$ cat src/rtl/pcirq_pkg.sv
package pcirq_pkg;
  localparam logic [7:0] ADDR_CTRL = 8'h03;
  localparam logic [7:0] ADDR_MASK = 8'h08;
  localparam logic [7:0] ADDR_STAT = 8'h0A;
  localparam int CTRL_POL  = 0;
  localparam int CTRL_OE   = 2;
  localparam int CTRL_WAKE = 5;
  localparam int CTRL_SHDN = 6;
  localparam int CTRL_SRST = 7;
endpackage

$ cat src/rtl/pcirq_edge.sv
module pcirq_edge #(
  parameter int N_PINS = 16
) (
  input  logic              clk_i,
  input  logic              rst_ni,
  input  logic [N_PINS-1:0] pin_i,
  input  logic [N_PINS-1:0] dir_out_i,
  output logic [N_PINS-1:0] edge_o
);
  logic [N_PINS-1:0] s1_q, s2_q, prev_q, dir_q;

  always_ff @(posedge clk_i or negedge rst_ni) begin
    if (!rst_ni) begin
      s1_q   <= '0;
      s2_q   <= '0;
      prev_q <= '0;
      dir_q  <= '0;
    end else begin
      s1_q   <= pin_i;
      s2_q   <= s1_q;
      prev_q <= s2_q;
      dir_q  <= dir_out_i;
    end
  end

  // qualify only pins that were inputs both now and last cycle
  assign edge_o = (s2_q ^ prev_q) & ~dir_out_i & ~dir_q;

  assert_no_edge_on_output_R2: assert property (@(posedge clk_i) disable iff (!rst_ni)
    (edge_o & $past(dir_out_i)) == '0);
endmodule

$ cat src/rtl/pcirq_status.sv
module pcirq_status #(
  parameter int N_PINS = 16
) (
  input  logic              clk_i,
  input  logic              rst_ni,
  input  logic              srst_i,
  input  logic [N_PINS-1:0] edge_i,
  input  logic [N_PINS-1:0] clr_i,
  output logic [N_PINS-1:0] status_o
);
  logic [N_PINS-1:0] st_q;

  always_ff @(posedge clk_i or negedge rst_ni) begin
    if (!rst_ni)     st_q <= '0;
    else if (srst_i) st_q <= '0;
    else             st_q <= (st_q & ~clr_i) | edge_i;
  end

  assign status_o = st_q;

  assert_set_needs_edge_R1: assert property (@(posedge clk_i) disable iff (!rst_ni)
    (st_q & ~$past(st_q) & ~$past(edge_i)) == '0);

  assert_drop_needs_clear_R5: assert property (@(posedge clk_i) disable iff (!rst_ni)
    (($past(st_q) & ~st_q & ~$past(clr_i)) != '0) |-> $past(srst_i));

  assert_edge_wins_clear_R6: assert property (@(posedge clk_i) disable iff (!rst_ni)
    !$past(srst_i) |-> (($past(edge_i) & ~st_q) == '0));
endmodule

$ cat src/rtl/pcirq_out.sv
module pcirq_out #(
  parameter int N_PINS = 16
) (
  input  logic [N_PINS-1:0] status_i,
  input  logic [N_PINS-1:0] mask_i,
  input  logic              pol_high_i,
  output logic              irq_o
);
  logic pending;
  assign pending = |(status_i & mask_i);
  assign irq_o   = pending ^ ~pol_high_i;
endmodule

$ cat src/rtl/pcirq_top.sv
module pcirq_top
  import pcirq_pkg::*;
#(
  parameter int N_PINS = 16
) (
  input  logic              clk_i,
  input  logic              rst_ni,
  input  logic [N_PINS-1:0] pin_i,
  input  logic [N_PINS-1:0] dir_out_i,
  input  logic [7:0]        reg_addr_i,
  input  logic              reg_wr_i,
  input  logic              reg_rd_i,
  input  logic [7:0]        reg_wdata_i,
  output logic [7:0]        reg_rdata_o,
  output logic              irq_o,
  output logic              irq_oe_o,
  output logic              shutdown_req_o,
  output logic              wake_en_o
);
  localparam int N_BYTES = N_PINS / 8;

  logic [N_PINS-1:0] edge_det, status, mask_q, clr;
  logic              pol_q, oe_q, wake_q, shdn_q;
  logic              ctrl_wr, srst;

  assign ctrl_wr = reg_wr_i && (reg_addr_i == ADDR_CTRL);
  assign srst    = ctrl_wr && reg_wdata_i[CTRL_SRST];

  pcirq_edge #(.N_PINS(N_PINS)) u_edge (
    .clk_i(clk_i), .rst_ni(rst_ni), .pin_i(pin_i),
    .dir_out_i(dir_out_i), .edge_o(edge_det)
  );

  pcirq_status #(.N_PINS(N_PINS)) u_status (
    .clk_i(clk_i), .rst_ni(rst_ni), .srst_i(srst),
    .edge_i(edge_det), .clr_i(clr), .status_o(status)
  );

  pcirq_out #(.N_PINS(N_PINS)) u_out (
    .status_i(status), .mask_i(mask_q), .pol_high_i(pol_q), .irq_o(irq_o)
  );

  always_ff @(posedge clk_i or negedge rst_ni) begin
    if (!rst_ni) begin
      pol_q <= 1'b0; oe_q <= 1'b0; wake_q <= 1'b0; shdn_q <= 1'b0;
    end else if (srst) begin
      pol_q <= 1'b0; oe_q <= 1'b0; wake_q <= 1'b0; shdn_q <= 1'b0;
    end else if (ctrl_wr) begin
      pol_q  <= reg_wdata_i[CTRL_POL];
      oe_q   <= reg_wdata_i[CTRL_OE];
      wake_q <= reg_wdata_i[CTRL_WAKE];
      shdn_q <= reg_wdata_i[CTRL_SHDN];
    end
  end

  for (genvar b = 0; b < N_BYTES; b++) begin : g_byte
    localparam logic [7:0] MASK_A = 8'(int'(ADDR_MASK) + b);
    localparam logic [7:0] STAT_A = 8'(int'(ADDR_STAT) + b);

    always_ff @(posedge clk_i or negedge rst_ni) begin
      if (!rst_ni)                               mask_q[8*b +: 8] <= '0;
      else if (srst)                             mask_q[8*b +: 8] <= '0;
      else if (reg_wr_i && reg_addr_i == MASK_A) mask_q[8*b +: 8] <= reg_wdata_i;
    end

    assign clr[8*b +: 8] = {8{reg_rd_i && reg_addr_i == STAT_A}};

    assert_mask_write_R7: assert property (@(posedge clk_i) disable iff (!rst_ni)
      (reg_wr_i && reg_addr_i == MASK_A && !srst) |=> mask_q[8*b +: 8] == $past(reg_wdata_i));
  end

  always_comb begin
    reg_rdata_o = '0;
    if (reg_addr_i == ADDR_CTRL) begin
      reg_rdata_o[CTRL_POL]  = pol_q;
      reg_rdata_o[CTRL_OE]   = oe_q;
      reg_rdata_o[CTRL_WAKE] = wake_q;
      reg_rdata_o[CTRL_SHDN] = shdn_q;
    end
    for (int b = 0; b < N_BYTES; b++) begin
      if (reg_addr_i == 8'(int'(ADDR_MASK) + b)) reg_rdata_o = mask_q[8*b +: 8];
      if (reg_addr_i == 8'(int'(ADDR_STAT) + b)) reg_rdata_o = status[8*b +: 8];
    end
  end

  assign irq_oe_o       = oe_q;
  assign shutdown_req_o = shdn_q;
  assign wake_en_o      = wake_q;

  assert_soft_reset_R10: assert property (@(posedge clk_i) disable iff (!rst_ni)
    srst |=> (mask_q == '0) && (status == '0) && !oe_q && !pol_q && !shdn_q && !wake_q);
endmodule

$ cat config.mk
export PLATFORM = sky130hd
export DESIGN_NAME = pcirq_top
export DESIGN_NICKNAME = d
export VERILOG_FILES = /design/src/rtl/pcirq_pkg.sv /design/src/rtl/pcirq_edge.sv /design/src/rtl/pcirq_status.sv /design/src/rtl/pcirq_out.sv /design/src/rtl/pcirq_top.sv
export SDC_FILE = /design/constraint.sdc
export NUM_CORES = 1
export LEC_CHECK = 0
export BUFFER_PORTS_ARGS = -buffer_cell sky130_fd_sc_hd__buf_4
export CAP_MARGIN = 25
export CORE_ASPECT_RATIO = 1.5
export CORE_MARGIN = 1.5
export CORE_UTILIZATION = 55
export DETAILED_ROUTE_END_ITERATION = 8
export GPL_ROUTABILITY_DRIVEN = 0
export HOLD_SLACK_MARGIN = 0.1
export PLACE_DENSITY = 0.78
export RECOVER_POWER = 100
export SETUP_SLACK_MARGIN = 0.4
export SLEW_MARGIN = 20
export SYNTH_ARGS = -nofsm -noshare
export SYNTH_HDL_FRONTEND = slang
export SYNTH_SLANG_ARGS = --single-unit
export TNS_END_PERCENT = 5
$ cat constraint.sdc
create_clock -name clk_i -period 2.1 [get_ports clk_i]
set_input_delay 0.105 -clock clk_i [delete_from_list [all_inputs] [get_ports clk_i]]
set_output_delay 0.105 -clock clk_i [all_outputs]
set_load 0.02 [all_outputs]
==> metrics <==
sequential share of power=54.2%; peak supply drop=0.720 mV; Critical Path End Type=register; Final Critical Period=1.90 ns; switch share=21.7%; unique cell type count in the Yosys netlist=29; Slew Limit Fails=0; Detailed Routing Iterations Pass 1=6; Internal Power=2.99 mW; Core Region=6580 µm²; WP data required=2.35 ns; WP data arrival=2.15 ns; Slew Limit Headroom=27.0%; antenna cells=0; reg2reg setup slack=0.90 ns; post-synthesis sequential area ratio=66.1%; Clock Power Share=35.8%; skew final=0.00660 ns; Initial Util=57.6%; Post-Syn Area=3780 µm²; most frequent cells in the layout=100 x dfrtp_1, 42 x dlygate4sd3_1, 28 x buf_4, 25 x clkbuf_4, 23 x nor2_1; num rows=36; register bit total from synthesis=100; GRT Util Overall=22.3%; Clk pin slew, worst setup/hold paths=0.09 ns; die extent in x=70.7 µm; via count=2583; combinational share of power=10.0%; Routed Antenna Nets=0; Final #Nets=452; initial antenna violation count=0; Post-Syn Nets=334; CTS Buffer Depth=2; DRC violation total after the first TritonRoute iteration=135; IO Port Bufs=63; post-synthesis cell count=282; Worst Hold Class=in -> reg; fraction of layout instances using a drive strength above 1=23.0%; via density per instance=5.37; clk sinks=100; CTS root buffer=clkbuf_8; Finished Core Util=75.5%; CTS Buf Count=9; area share of the largest cell type after synthesis=66.1%; ratio of final minimum period to clock period=90.7%; Die Ht=105 µm; endpoints failing setup=0; synthesis-to-layout area growth=31.1%; global route overflow=0; Die Footprint=7400 µm²; Startpoint Class=input pin; I/O Pins=64; FMAX=525 MHz; Synth area leader=dfrtp_1; Skew-Pair Late Insertion Delay=0.36 ns; status=completed; routed wire length=7530 µm; syn_area_per_cell=13.4 µm²; yosys warns=0; P_leak=2.11 nW; htree depth=3; unrepaired setup endpoints after global routing=true; vias in the first global route=2650; post-DP HPWL=4850 µm; largest net degree at the start of global routing=58; Pwr Density=771 nW/µm²; # DRC=0; critical path type=in -> reg; commonest non-fill, non-tap cell in the layout=dfrtp_1; Post-synth EDFFs=0; routed len/inst=15.7 µm; FILL cells=471; main flop type after synthesis=dfrtp_1; Max-Cap Viols=0; worst-margin pin slew=1.09 ns; final setup TNS=0 ns; Hold Vio Cnt, Final=0; first-pass GRT wire length=12600 µm; CTS tree=yes; ranking of synthesized cells by area=dfrtp_1 66%, mux2i_1 5.3%, xnor2_1 3.9%; Crit Path Max Fanout=8; Psw=0.831 mW; fraction of registers with async set/reset=100%
==> logic make-up (layout without fill, tap and decap cells) <==
group / Yosys count / after routing / synth area share (%)
flip-flops: 100 / 100 / 66.1
AND/OR/NAND/NOR: 86 / 86 / 13.5
AO/OA/AOI/OAI: 40 / 40 / 6.48
multiplexers: 24 / 24 / 7.67
XOR/XNOR: 17 / 17 / 3.93
buffers and inverters: 15 / 138 / 2.28
==> through the flow <==
step / hold slack (ns) / power, mW / instance area [µm²] / instances / setup WS (ns)
final: 0.251 / 3.82 / 4960 / 481 / 0.196
after CTS: 0.243 / 3.89 / 5060 / 478 / 0.266
after global placement: 0.128 / 2.43 / 4350 / 416 / 0.211
after detailed placement: 0.137 / 2.45 / 4350 / 416 / 0.156
after global routing: 0.260 / 3.98 / 4960 / 481 / 0.143
after floorplan: -0.191 / 2.26 / 3780 / 282 / 0.267
==> final timing paths <==
kind,cells after the start,start,endpoint
setup / recovery,6,reg_addr_i[2],mask_q[4]
hold / removal,4,reg_addr_i[5],shutdown_req_o
setup reg to reg,3,wake_en_o,wake_en_o
hold reg to reg,0,u_edge.s1_q[1],u_edge.s2_q[1]
max in group asynchronous,3,rst_ni,u_edge.prev_q[10]
min in group asynchronous,2,rst_ni,u_edge.prev_q[1]
==> critical path: stages <==
cell      delay, ns
clkbuf_4       0.10
or4_1          0.67
nor4_1         0.33
clkbuf_1       0.56
mux2i_1        0.33
nor2_2         0.05
==> power by group through the flow <==
stage               Sequential (mW)  Combinational, mW  Clock, mW
floorplan                      2.10              0.158          0
global placement               2.11              0.329          0
detailed placement             2.11              0.336          0
CTS                            2.07              0.410       1.41
global route                   2.08              0.423       1.48
finish                         2.07              0.383       1.37
==> repair_timing <==
item	4_1_cts	5_1_grt
pin swaps	2	2
endpoints found under the hold margin	111	0
setup buffers	4	3
endpoints found under the setup margin	5	9
cloned	0	0
gates resized for setup	3	0
hold buffers	42	0
==> synthesized netlist by cell type (2+ instances only) <==
master,instances
dfrtp_1,100
nor2_1,21
mux2i_1,20
xnor2_1,17
a21oi_1,16
nor2_2,16
nor3_1,16
o21ai_0,12
nand3_1,5
a221oi_1,4
a22o_1,4
and3_1,4
clkbuf_1,4
inv_1,4
mux4_2,4
nand2b_1,4
nand3b_1,4
nor2b_1,4
o2bb2ai_1,4
buf_6,3
nand2_1,3
nor4_4,3
buf_1,2
buf_4,2
or4_1,2
==> flip-flops by register name, summed over array words and instances (netlist names) <==
signal,count
irq_oe_o,1
mask_q,16
pol_q,1
shutdown_req_o,1
u_edge.dir_q,16
u_edge.prev_q,16
u_edge.s1_q,16
u_edge.s2_q,16
u_status.status_o,16
wake_en_o,1
==> metal layers <==
metal | vias to the layer above | global-route usage, % | wire length (µm)
li1 | 1216 | - | -
met2 | 78 | 36.2 | 3790
met3 | 20 | 5.69 | 355
met5 | - | 0 | 0
met1 | 1269 | 27.7 | 3140
met4 | 0 | 10.8 | 244
==> cell type report <==
cell class                 count  area (µm²)  area share (%)
clock buffer                  13         169            3.40
clock inverter                 3        67.6            1.36
inverter                       4        15.0           0.302
multi-input combinational    167        1180            23.7
sequential                   100        2500            50.4
tap                           76        95.1            1.92
timing repair buffer         118         938            18.9
Power figures use the tool's default switching activity.
